**config.mk**
```make
export PLATFORM = sky130hd
export DESIGN_NAME = hw2w_adapter
export DESIGN_NICKNAME = d
export VERILOG_FILES = /design/src/rtl/hw2w_pkg.sv /design/src/rtl/hw2w_decode.sv /design/src/rtl/hw2w_latches.sv /design/src/rtl/hw2w_fsm.sv /design/src/rtl/hw2w_adapter.sv
export SDC_FILE = /design/constraint.sdc
export NUM_CORES = 1
export LEC_CHECK = 0
export ABC_AREA = 1
export CAP_MARGIN = 20
export CORE_ASPECT_RATIO = 0.9
export CORE_UTILIZATION = 45
export CTS_BUF_LIST = sky130_fd_sc_hd__clkbuf_16
export DETAILED_ROUTE_END_ITERATION = 16
export PLACE_DENSITY = 0.76
export SYNTH_ARGS = -nofsm -noshare
export SYNTH_HDL_FRONTEND = slang
export SYNTH_HIERARCHICAL = 1
export SYNTH_SLANG_ARGS = --single-unit
```
**constraint.sdc**
```tcl
create_clock -name clk -period 2.3 [get_ports clk]
set_clock_uncertainty 0.05 [all_clocks]
set_input_delay 0.69 -clock clk [delete_from_list [all_inputs] [get_ports clk]]
set_output_delay 0.69 -clock clk [all_outputs]
set_load 0.005 [all_outputs]
```
**src/rtl/hw2w_pkg.sv**
```systemverilog
package hw2w_pkg;

    typedef enum logic [1:0] {
        SZ_BYTE = 2'b00,
        SZ_HALF = 2'b01,
        SZ_WORD = 2'b10,
        SZ_RSVD = 2'b11
    } acc_size_e;

    typedef enum logic [2:0] {
        ST_IDLE,
        ST_ISSUE_WR,
        ST_ISSUE_RD,
        ST_RD_CAPT,
        ST_RESP
    } adp_state_e;

    typedef enum logic [2:0] {
        OP_BAD,
        OP_WR_LO,
        OP_WR_HI,
        OP_RD_LO,
        OP_RD_HI,
        OP_WR_WORD,
        OP_RD_WORD
    } op_kind_e;

endpackage

```
**src/rtl/hw2w_decode.sv**
```systemverilog
module hw2w_decode
    import hw2w_pkg::*;
(
    input  logic     we,
    input  logic [1:0] size,
    input  logic     upper_sel,
    output op_kind_e op
);
    always_comb begin
        op = OP_BAD;
        unique case (acc_size_e'(size))
            SZ_HALF: begin
                if (we) op = upper_sel ? OP_WR_HI : OP_WR_LO;
                else    op = upper_sel ? OP_RD_HI : OP_RD_LO;
            end
            SZ_WORD: op = we ? OP_WR_WORD : OP_RD_WORD;
            SZ_BYTE: op = OP_BAD;
            SZ_RSVD: op = OP_BAD;
        endcase
    end
endmodule

```
**src/rtl/hw2w_latches.sv**
```systemverilog
module hw2w_latches #(
    parameter int HALF_W = 16
) (
    input  logic              clk,
    input  logic              rst_n,
    input  logic              wlo_en,
    input  logic [HALF_W-1:0] wlo_data,
    input  logic              rhi_en,
    input  logic [HALF_W-1:0] rhi_data,
    output logic [HALF_W-1:0] wlat,
    output logic [HALF_W-1:0] rlat
);
    always_ff @(posedge clk or negedge rst_n) begin
        if (!rst_n) begin
            wlat <= '0;
        end else if (wlo_en) begin
            wlat <= wlo_data;
        end
    end

    always_ff @(posedge clk or negedge rst_n) begin
        if (!rst_n) begin
            rlat <= '0;
        end else if (rhi_en) begin
            rlat <= rhi_data;
        end
    end
endmodule

```
**src/rtl/hw2w_fsm.sv**
```systemverilog
module hw2w_fsm
    import hw2w_pkg::*;
#(
    parameter int ADDR_W = 12,
    parameter int DATA_W = 32
) (
    input  logic              clk,
    input  logic              rst_n,
    input  logic              up_req,
    input  op_kind_e          op,
    input  logic [ADDR_W-1:0] up_addr,
    input  logic [DATA_W-1:0] up_wdata,
    input  logic [DATA_W/2-1:0] wlat,
    input  logic [DATA_W/2-1:0] rlat,
    input  logic [DATA_W-1:0] rf_rdata,
    output logic              up_ready,
    output logic              up_ack,
    output logic              up_err,
    output logic [DATA_W-1:0] up_rdata,
    output logic              rf_req,
    output logic              rf_we,
    output logic [ADDR_W-1:0] rf_addr,
    output logic [DATA_W-1:0] rf_wdata,
    output logic              wlo_en,
    output logic [DATA_W/2-1:0] wlo_data,
    output logic              rhi_en,
    output logic [DATA_W/2-1:0] rhi_data
);
    localparam int HALF_W = DATA_W / 2;

    adp_state_e        state, state_nx;
    op_kind_e          cmd_op;
    logic [ADDR_W-1:0] cmd_addr;
    logic [DATA_W-1:0] cmd_wdata;
    logic [DATA_W-1:0] rd_buf;
    logic              accept;

    assign accept = (state == ST_IDLE) && up_req;

    // state register
    always_ff @(posedge clk or negedge rst_n) begin
        if (!rst_n) state <= ST_IDLE;
        else        state <= state_nx;
    end

    // command capture and read buffer
    always_ff @(posedge clk or negedge rst_n) begin
        if (!rst_n) begin
            cmd_op    <= OP_BAD;
            cmd_addr  <= '0;
            cmd_wdata <= '0;
            rd_buf    <= '0;
        end else begin
            if (accept) begin
                cmd_op    <= op;
                cmd_addr  <= up_addr;
                cmd_wdata <= up_wdata;
            end
            if (state == ST_RD_CAPT) begin
                rd_buf <= rf_rdata;
            end
        end
    end

    // next state
    always_comb begin
        state_nx = state;
        unique case (state)
            ST_IDLE: begin
                if (up_req) begin
                    unique case (op)
                        OP_WR_HI, OP_WR_WORD: state_nx = ST_ISSUE_WR;
                        OP_RD_LO, OP_RD_WORD: state_nx = ST_ISSUE_RD;
                        default:              state_nx = ST_RESP;
                    endcase
                end
            end
            ST_ISSUE_WR: state_nx = ST_RESP;
            ST_ISSUE_RD: state_nx = ST_RD_CAPT;
            ST_RD_CAPT:  state_nx = ST_RESP;
            ST_RESP:     state_nx = ST_IDLE;
            default:     state_nx = ST_IDLE;
        endcase
    end

    // outputs
    always_comb begin
        up_ready = 1'b0;
        up_ack   = 1'b0;
        up_err   = 1'b0;
        up_rdata = '0;
        rf_req   = 1'b0;
        rf_we    = 1'b0;
        rf_addr  = '0;
        rf_wdata = '0;
        wlo_en   = 1'b0;
        wlo_data = up_wdata[HALF_W-1:0];
        rhi_en   = 1'b0;
        rhi_data = rf_rdata[DATA_W-1:HALF_W];
        unique case (state)
            ST_IDLE: begin
                up_ready = 1'b1;
                wlo_en   = up_req && (op == OP_WR_LO);
            end
            ST_ISSUE_WR: begin
                rf_req = 1'b1;
                rf_we  = 1'b1;
                if (cmd_op == OP_WR_WORD) begin
                    rf_addr  = cmd_addr;
                    rf_wdata = cmd_wdata;
                end else begin
                    rf_addr  = {cmd_addr[ADDR_W-1:2], 2'b00};
                    rf_wdata = {cmd_wdata[HALF_W-1:0], wlat};
                end
            end
            ST_ISSUE_RD: begin
                rf_req = 1'b1;
                if (cmd_op == OP_RD_WORD) rf_addr = cmd_addr;
                else                      rf_addr = {cmd_addr[ADDR_W-1:2], 2'b00};
            end
            ST_RD_CAPT: begin
                rhi_en = (cmd_op == OP_RD_LO);
            end
            ST_RESP: begin
                up_ack = 1'b1;
                up_err = (cmd_op == OP_BAD);
                unique case (cmd_op)
                    OP_RD_WORD: up_rdata = rd_buf;
                    OP_RD_LO:   up_rdata = {{HALF_W{1'b0}}, rd_buf[HALF_W-1:0]};
                    OP_RD_HI:   up_rdata = {{HALF_W{1'b0}}, rlat};
                    default:    up_rdata = '0;
                endcase
            end
            default: ;
        endcase
    end
endmodule

```
**src/rtl/hw2w_adapter.sv**
```systemverilog
module hw2w_adapter
    import hw2w_pkg::*;
#(
    parameter int ADDR_W = 12,
    parameter int DATA_W = 32
) (
    input  logic              clk,
    input  logic              rst_n,
    input  logic              up_req,
    input  logic              up_we,
    input  logic [1:0]        up_size,
    input  logic [ADDR_W-1:0] up_addr,
    input  logic [DATA_W-1:0] up_wdata,
    output logic              up_ready,
    output logic              up_ack,
    output logic              up_err,
    output logic [DATA_W-1:0] up_rdata,
    output logic              rf_req,
    output logic              rf_we,
    output logic [ADDR_W-1:0] rf_addr,
    output logic [DATA_W-1:0] rf_wdata,
    input  logic [DATA_W-1:0] rf_rdata
);
    localparam int HALF_W = DATA_W / 2;

    op_kind_e          op;
    logic              wlo_en, rhi_en;
    logic [HALF_W-1:0] wlo_data, rhi_data, wlat, rlat;

    hw2w_decode u_decode (
        .we        (up_we),
        .size      (up_size),
        .upper_sel (up_addr[1]),
        .op        (op)
    );

    hw2w_latches #(.HALF_W(HALF_W)) u_latches (
        .clk      (clk),
        .rst_n    (rst_n),
        .wlo_en   (wlo_en),
        .wlo_data (wlo_data),
        .rhi_en   (rhi_en),
        .rhi_data (rhi_data),
        .wlat     (wlat),
        .rlat     (rlat)
    );

    hw2w_fsm #(.ADDR_W(ADDR_W), .DATA_W(DATA_W)) u_fsm (
        .clk      (clk),
        .rst_n    (rst_n),
        .up_req   (up_req),
        .op       (op),
        .up_addr  (up_addr),
        .up_wdata (up_wdata),
        .wlat     (wlat),
        .rlat     (rlat),
        .rf_rdata (rf_rdata),
        .up_ready (up_ready),
        .up_ack   (up_ack),
        .up_err   (up_err),
        .up_rdata (up_rdata),
        .rf_req   (rf_req),
        .rf_we    (rf_we),
        .rf_addr  (rf_addr),
        .rf_wdata (rf_wdata),
        .wlo_en   (wlo_en),
        .wlo_data (wlo_data),
        .rhi_en   (rhi_en),
        .rhi_data (rhi_data)
    );
endmodule

```
==> results_dict.tcl, run 1 <==
set metrics [dict create \
    place_ws_ns -0.196 \
    die_x_um 122 \
    wl_um 21200 \
    clk_path_buf_depth 2 \
    syn_area_mm2 0.00585 \
    outcome "finished, violations left" \
    comb_power_share_pct 44.4 \
    gr-usage-all-layers_pct 28.8 \
    antenna_cells 0 \
    dp.cells 1039 \
    htreeDepth 4 \
    worst_pin_slew_ns 0.451 \
    antenna_left 0 \
    critPathMaxFanout 3 \
    stdcell_count 1122 \
    slew_headroom_pct 69.9 \
    cts_sinks 114 \
    seq_area_mm2 0.00285 \
    p_per_area_mw_per_mm2 1100 \
    die_area_mm2 0.0135 \
    placed_cell_area_mm2 0.00766 \
    core_area_mm2 0.0127 \
    violations "setup timing" \
    ys_seq_area_share_pct 48.7 \
    power_switching_uw 3950 \
    fin_crit_ns 2.56 \
    drive_above_1_share_pct 41.2 \
    dp_hpwl_um 10700 \
    ir_drop_mv 0.598 \
    gp_congestion 0.866 \
    grt_pass1_wl_um 29100 \
    cts-root-buf "clkbuf_16" \
    dr.pass1.iters 5 \
    ys.flop_type "dfrtp_1" \
    cap_violations 0 \
    setup_slack_ns -0.263 \
    start_util_pct 46.1 \
    synth_enable_flop_cells 0 \
    via_per_inst 5.40 \
    area_growth_pct 61.6 \
    synthArstFlopShare_pct 100 \
    mostFrequentLayoutCell "nand2_1" \
    synth-seq-cells 114 \
    fmax_ghz 0.390 \
    wl_per_cell_um 18.9 \
    num_vias 6059 \
    clk_pin_slew_ns 0.05 \
    ys_types 26 \
    clk_latency_ns 0.41 \
    cts_buffers 17 \
    path_class "reg -> out" \
    grt_pass1_vias 5617 \
    leakagePower_uw 0.00481 \
    multiInputGateArea_mm2 0.00307 \
    synthesis.nets 821 \
    p_sw_share_pct 37.9 \
    portBuffers 162 \
    setup_violations 83 \
    finalMaxSlewViolations 0 \
    cp-end-kind "output port" \
    drc 0 \
    drt_iter0_markers 639 \
    io-pin-count 163 \
    finalHoldViolCount 0 \
    internal_power_uw 6480 \
    cp.arrival_ns 1.82 \
    die_y_um 110 \
    syn_avg_cell_area_um2 7.93 \
    cts_tree "yes" \
    fin_area_mm2 0.00946 \
    yosysWarningCount 6 \
    critPathLaunchType "flop" \
    yosys-top-cells-area "dfrtp_1 49%, nand2_1 19%, mux2_2 6.2%" \
    fillers 796 \
    fin_nets 1031 \
    pwr-share-seq_pct 32.3 \
    hold_path_class "in -> async" \
    gr-total-overflow 0 \
    antenna_found_initial 0 \
    num_rows 39 \
    finalCritPeriodShare_pct 111 \
    required_ns 1.56 \
    layout_common_cells "229 x nand2_1, 113 x dfrtp_1, 80 x clkdlybuf4s50_1, 76 x buf_2, 52 x inv_1" \
    hold_buffers 0 \
    synth_top_area_share_pct 48.7 \
    postSynthCellCount 738 \
    rsz0062_at_grt "true" \
    grt_max_degree 51 \
    pwr-share-clk_pct 23.3 \
    synth_area_leader_cell "dfrtp_1" \
]
-- logic make-up (layout without fill, tap and decap cells) --
group / after synthesis / count (layout) / share of synthesized area (%)
simple gates: 390 / 390 / 26.7
buf+inv: 135 / 355 / 12.5
flops: 114 / 114 / 48.7
compound gates: 66 / 66 / 5.73
mux: 32 / 32 / 6.16
fa+ha+maj: 1 / 1 / 0.214
-- metrics by stage --
step,hold WS [ns],power [uW],utilization (%),setup TNS [ns]
global placement,0.404,5980,60.4,-7.19
detailed placement,0.409,6060,60.4,-9.36
CTS,0.174,9340,69.4,-9.08
global route,0.197,10900,74.6,-20.35
finish,0.171,10400,74.6,-15.05
floorplan,0.344,4770,-,0
-- power by group through the flow --
stage,combinational (uW),clock [uW],sequential [uW]
detailed placement,2870,0,3190
global placement,2800,0,3180
global route,4930,2550,3430
floorplan,1680,0,3090
finish,4630,2430,3370
CTS,3690,2440,3220
-- path summary, 6_finish.rpt --
path	from	endpoint	slack [ns]	cells past startpoint
worst max-delay path	u_fsm/state[1]$_DFFE_PN0P_	up_ready	-0.26	6
worst min-delay path	rst_n	u_fsm/cmd_addr[1]$_DFFE_PN0P_	0.17	1
worst max register to register	u_fsm/state[1]$_DFFE_PN0P_	u_latches/wlat[9]$_DFFE_PN0P_	-0.03	14
worst min register to register	u_fsm/cmd_wdata[23]$_DFFE_PN0P_	u_fsm/cmd_wdata[23]$_DFFE_PN0P_	0.42	2
max in group asynchronous	rst_n	u_fsm/rd_buf[22]$_DFFE_PN0P_	1.40	2
min in group clk	u_fsm/cmd_wdata[23]$_DFFE_PN0P_	u_fsm/cmd_wdata[23]$_DFFE_PN0P_	0.42	2
-- Yosys cell counts, types with 3 or more instances --
library cell,number
a21oi_1,43
inv_2,3
buf_2,19
o21ai_1,5
nand2_1,292
nand3_1,45
inv_1,58
nand2_2,5
dfrtp_1,114
buf_4,32
buf_6,6
nor2_1,43
o21ai_0,16
clkbuf_1,11
mux2_2,32
-- critical path: stages (launching register included) --
cell     delay (ns)
dfrtp_1        0.45
buf_6          0.17
buf_6          0.11
buf_6          0.12
buf_4          0.14
nor3_4         0.26
buf_2          0.17
-- repair_timing --
| action | CTS | global route |
|---|---|---|
| pin swaps | 61 | 40 |
| cloned | 11 | 5 |
| gates resized for setup | 480 | 133 |
| setup buffers | 29 | 17 |
| endpoints found under the setup margin | 81 | 86 |
-- metal layers --
metal	up-vias	global-route usage (%)	wire length (um)
li1	2692	-	-
met1	2963	36.3	8530
met2	342	47.8	10400
met3	62	7.00	1590
met4	0	10.9	683
met5	-	0	0
-- registers in the layout, summed over array words and instances (netlist names) --
register and flops:
u_fsm/cmd_addr 12, u_latches/rlat 16, u_fsm/cmd_op 3, u_latches/wlat 16, u_fsm/cmd_wdata 32, u_fsm/rd_buf 32
u_fsm/state 3
-- final cells by class --
class	instances	area share (%)
clock buffer	17	4.50
timing repair buffer	262	26.7
timing repair inverter	1	0.119
sequential	114	30.2
tap	164	2.17
inverter	63	2.90
multi-input combinational	489	32.4
clock inverter	12	1.07
(Power assumes the default switching activity.)
==> inputs of run 2 (changes only) <==
--- a/config.mk
+++ b/config.mk
@@ -11,6 +11,7 @@
 export CORE_UTILIZATION = 45
 export CTS_BUF_LIST = sky130_fd_sc_hd__clkbuf_16
 export DETAILED_ROUTE_END_ITERATION = 16
+export GPL_ROUTABILITY_DRIVEN = 0
 export PLACE_DENSITY = 0.76
 export SYNTH_ARGS = -nofsm -noshare
 export SYNTH_HDL_FRONTEND = slang
==> results of run 2 <==
Same layout as run 1: the final DEF is identical, and so are final timing and power.
==> inputs of run 3 (changes only) <==
--- a/config.mk
+++ b/config.mk
@@ -7,12 +7,15 @@
 export LEC_CHECK = 0
 export ABC_AREA = 1
 export CAP_MARGIN = 20
+export CELL_PAD_IN_SITES_DETAIL_PLACEMENT = 0
+export CELL_PAD_IN_SITES_GLOBAL_PLACEMENT = 1
 export CORE_ASPECT_RATIO = 0.9
 export CORE_UTILIZATION = 45
 export CTS_BUF_LIST = sky130_fd_sc_hd__clkbuf_16
 export DETAILED_ROUTE_END_ITERATION = 16
+export DONT_BUFFER_PORTS = 1
 export GPL_ROUTABILITY_DRIVEN = 0
-export PLACE_DENSITY = 0.76
+export PLACE_DENSITY_LB_ADDON = 0.1
 export SYNTH_ARGS = -nofsm -noshare
 export SYNTH_HDL_FRONTEND = slang
 export SYNTH_HIERARCHICAL = 1
==> results_dict.tcl, run 3 (synthesized netlist as in run 1, its figures left out) <==
set metrics [dict create \
    place_ws_ns 0.228 \
    wl_per_cell_um 18.6 \
    num_vias 4835 \
    multiInputGateArea_mm2 0.00336 \
    pwr-share-seq_pct 33.9 \
    layout_common_cells "220 x nand2_1, 112 x dfrtp_1, 43 x nand3_1, 39 x nand2_4" \
    gr-total-overflow 0 \
    path_class "reg -> out" \
    rsz0062_at_grt "true" \
    slew_headroom_pct 68.8 \
    clk_path_buf_depth 2 \
    core_area_mm2 0.0127 \
    p_sw_share_pct 39.0 \
    clk_pin_slew_ns 0.05 \
    leakagePower_uw 0.00401 \
    finalMaxSlewViolations 0 \
    critPathLaunchType "flop" \
    gr-usage-all-layers_pct 25.1 \
    outcome "finished, violations left" \
    hold_path_class "in -> async" \
    antenna_cells 0 \
    finalCritPeriodShare_pct 103 \
    r2r_slack_ns 0.33 \
    cap_violations 0 \
    die_x_um 122 \
    grt_pass1_wl_um 25000 \
    grt_pass1_vias 4661 \
    power_switching_uw 3850 \
    worst_pin_slew_ns 0.468 \
    pwr-share-clk_pct 26.0 \
    required_ns 1.56 \
    clk_latency_ns 0.41 \
    io-pin-count 163 \
    cts-root-buf "clkbuf_16" \
    die_area_mm2 0.0135 \
    drive_above_1_share_pct 41.2 \
    cp.arrival_ns 1.62 \
    top_regs "u_fsm/cmd_wdata x32, u_fsm/rd_buf x32" \
    fmax_ghz 0.423 \
    start_util_pct 46.1 \
    portBuffers 0 \
    internal_power_uw 6030 \
    fin_nets 829 \
    area_growth_pct 38.0 \
    cts_buffers 17 \
    htreeDepth 4 \
    cts_sinks 114 \
    fillers 1051 \
    dr.pass1.iters 5 \
    drc 0 \
    via_per_inst 5.24 \
    ir_drop_mv 0.918 \
    grt_max_degree 115 \
    antenna_found_initial 0 \
    setup_violations 59 \
    finalHoldViolCount 114 \
    p_per_area_mw_per_mm2 1220 \
    power_uw 9890 \
    violations "hold timing, setup timing" \
    critPathMaxFanout 8 \
    fin_crit_ns 2.36 \
    hold_ws_ns -0.0760 \
    cp-end-kind "output port" \
    cts_tree "yes" \
    die_y_um 110 \
    setup_slack_ns -0.0649 \
    wl_um 17200 \
    mostFrequentLayoutCell "nand2_1" \
    num_rows 39 \
    seq_area_mm2 0.00286 \
    drt_iter0_markers 337 \
    dp_hpwl_um 9790 \
    antenna_left 0 \
    comb_power_share_pct 40.1 \
]
==> run 3: cell count changes in the layout (fill, tap and decap cells not counted), sizes merged <==
cell | previous run | this run
buf | 175 | 51
bufinv | 2 | 3
clkdlybuf4s15 | 1 | 0
clkdlybuf4s50 | 80 | 0
clkinvlp | 0 | 2
inv | 64 | 65
nand2 | 297 | 298
==> run 3: worst paths after layout <==
path	start	to	cells past startpoint
min in group clk	rf_rdata[30]	u_latches/rlat[14]$_DFFE_PN0P_	2
hold reg to reg	u_latches/wlat[12]$_DFFE_PN0P_	u_latches/wlat[12]$_DFFE_PN0P_	2
hold / removal	rst_n	u_fsm/cmd_addr[9]$_DFFE_PN0P_	0
max in group asynchronous	rst_n	u_fsm/rd_buf[13]$_DFFE_PN0P_	0
setup / recovery	u_fsm/cmd_op[1]$_DFFE_PN0P_	rf_wdata[1]	7
setup reg to reg	u_fsm/state[0]$_DFFE_PN0P_	u_fsm/cmd_addr[7]$_DFFE_PN0P_	8
==> run 3: power groups by stage <==
| stage | registers [uW] | clock network (uW) | logic [uW] |
|---|---|---|---|
| finish | 3350 | 2570 | 3970 |
| global route | 3430 | 2720 | 4290 |
| CTS | 3230 | 2620 | 3270 |
| detailed placement | 3210 | 0 | 2160 |
| global placement | 3180 | 0 | 2100 |
| floorplan | 3090 | 0 | 1680 |
==> run 3: layout make-up <==
cell class | instances | area share (%)
multi-input cells | 490 | 41.7
flip-flops and latches | 114 | 35.3
repair buffers | 57 | 9.45
clock buffers | 17 | 5.27
inverters | 63 | 3.52
well taps | 164 | 2.54
clock inverters | 14 | 1.81
repair inverters | 3 | 0.418
==> run 3: worst max-delay path, cell delays in order, from the launching register on <==
cell,delay (ns)
dfrtp_1,0.42
inv_2,0.10
nand3_4,0.12
inv_8,0.12
buf_12,0.16
nand2_4,0.05
a21oi_2,0.12
buf_4,0.12
==> run 3: metal layers <==
layer  vias up  global-route usage, %  share of wire [%]  wire length [um]
met3        18                   9.62                8.1              1390
met2       170                   40.5                 48              8260
met4         0                   7.40                1.5               260
met1      2365                   31.3                 42              7250
met5         -                      0                  0                 0
li1       2282                      -                  -                 -
==> run 3: timing repair <==
action / in CTS / in global routing
gates resized for setup: 198 / 141
gates cloned: 7 / 8
hold endpoints to repair: 114 / 114
setup buffers: 19 / 5
pin swaps: 28 / 36
setup endpoints to repair: 78 / 80
==> run 3: metrics by stage <==
step	std cells	TNS, ns	cell area (um2)	utilization (%)
final	922	-1.39	8080	63.7
after detailed placement	853	0	5790	45.6
after CTS	910	-2.51	7260	57.3
after global routing	922	-6.51	8080	63.7
after floorplan	738	0	5850	-
after global placement	853	0	5790	45.6
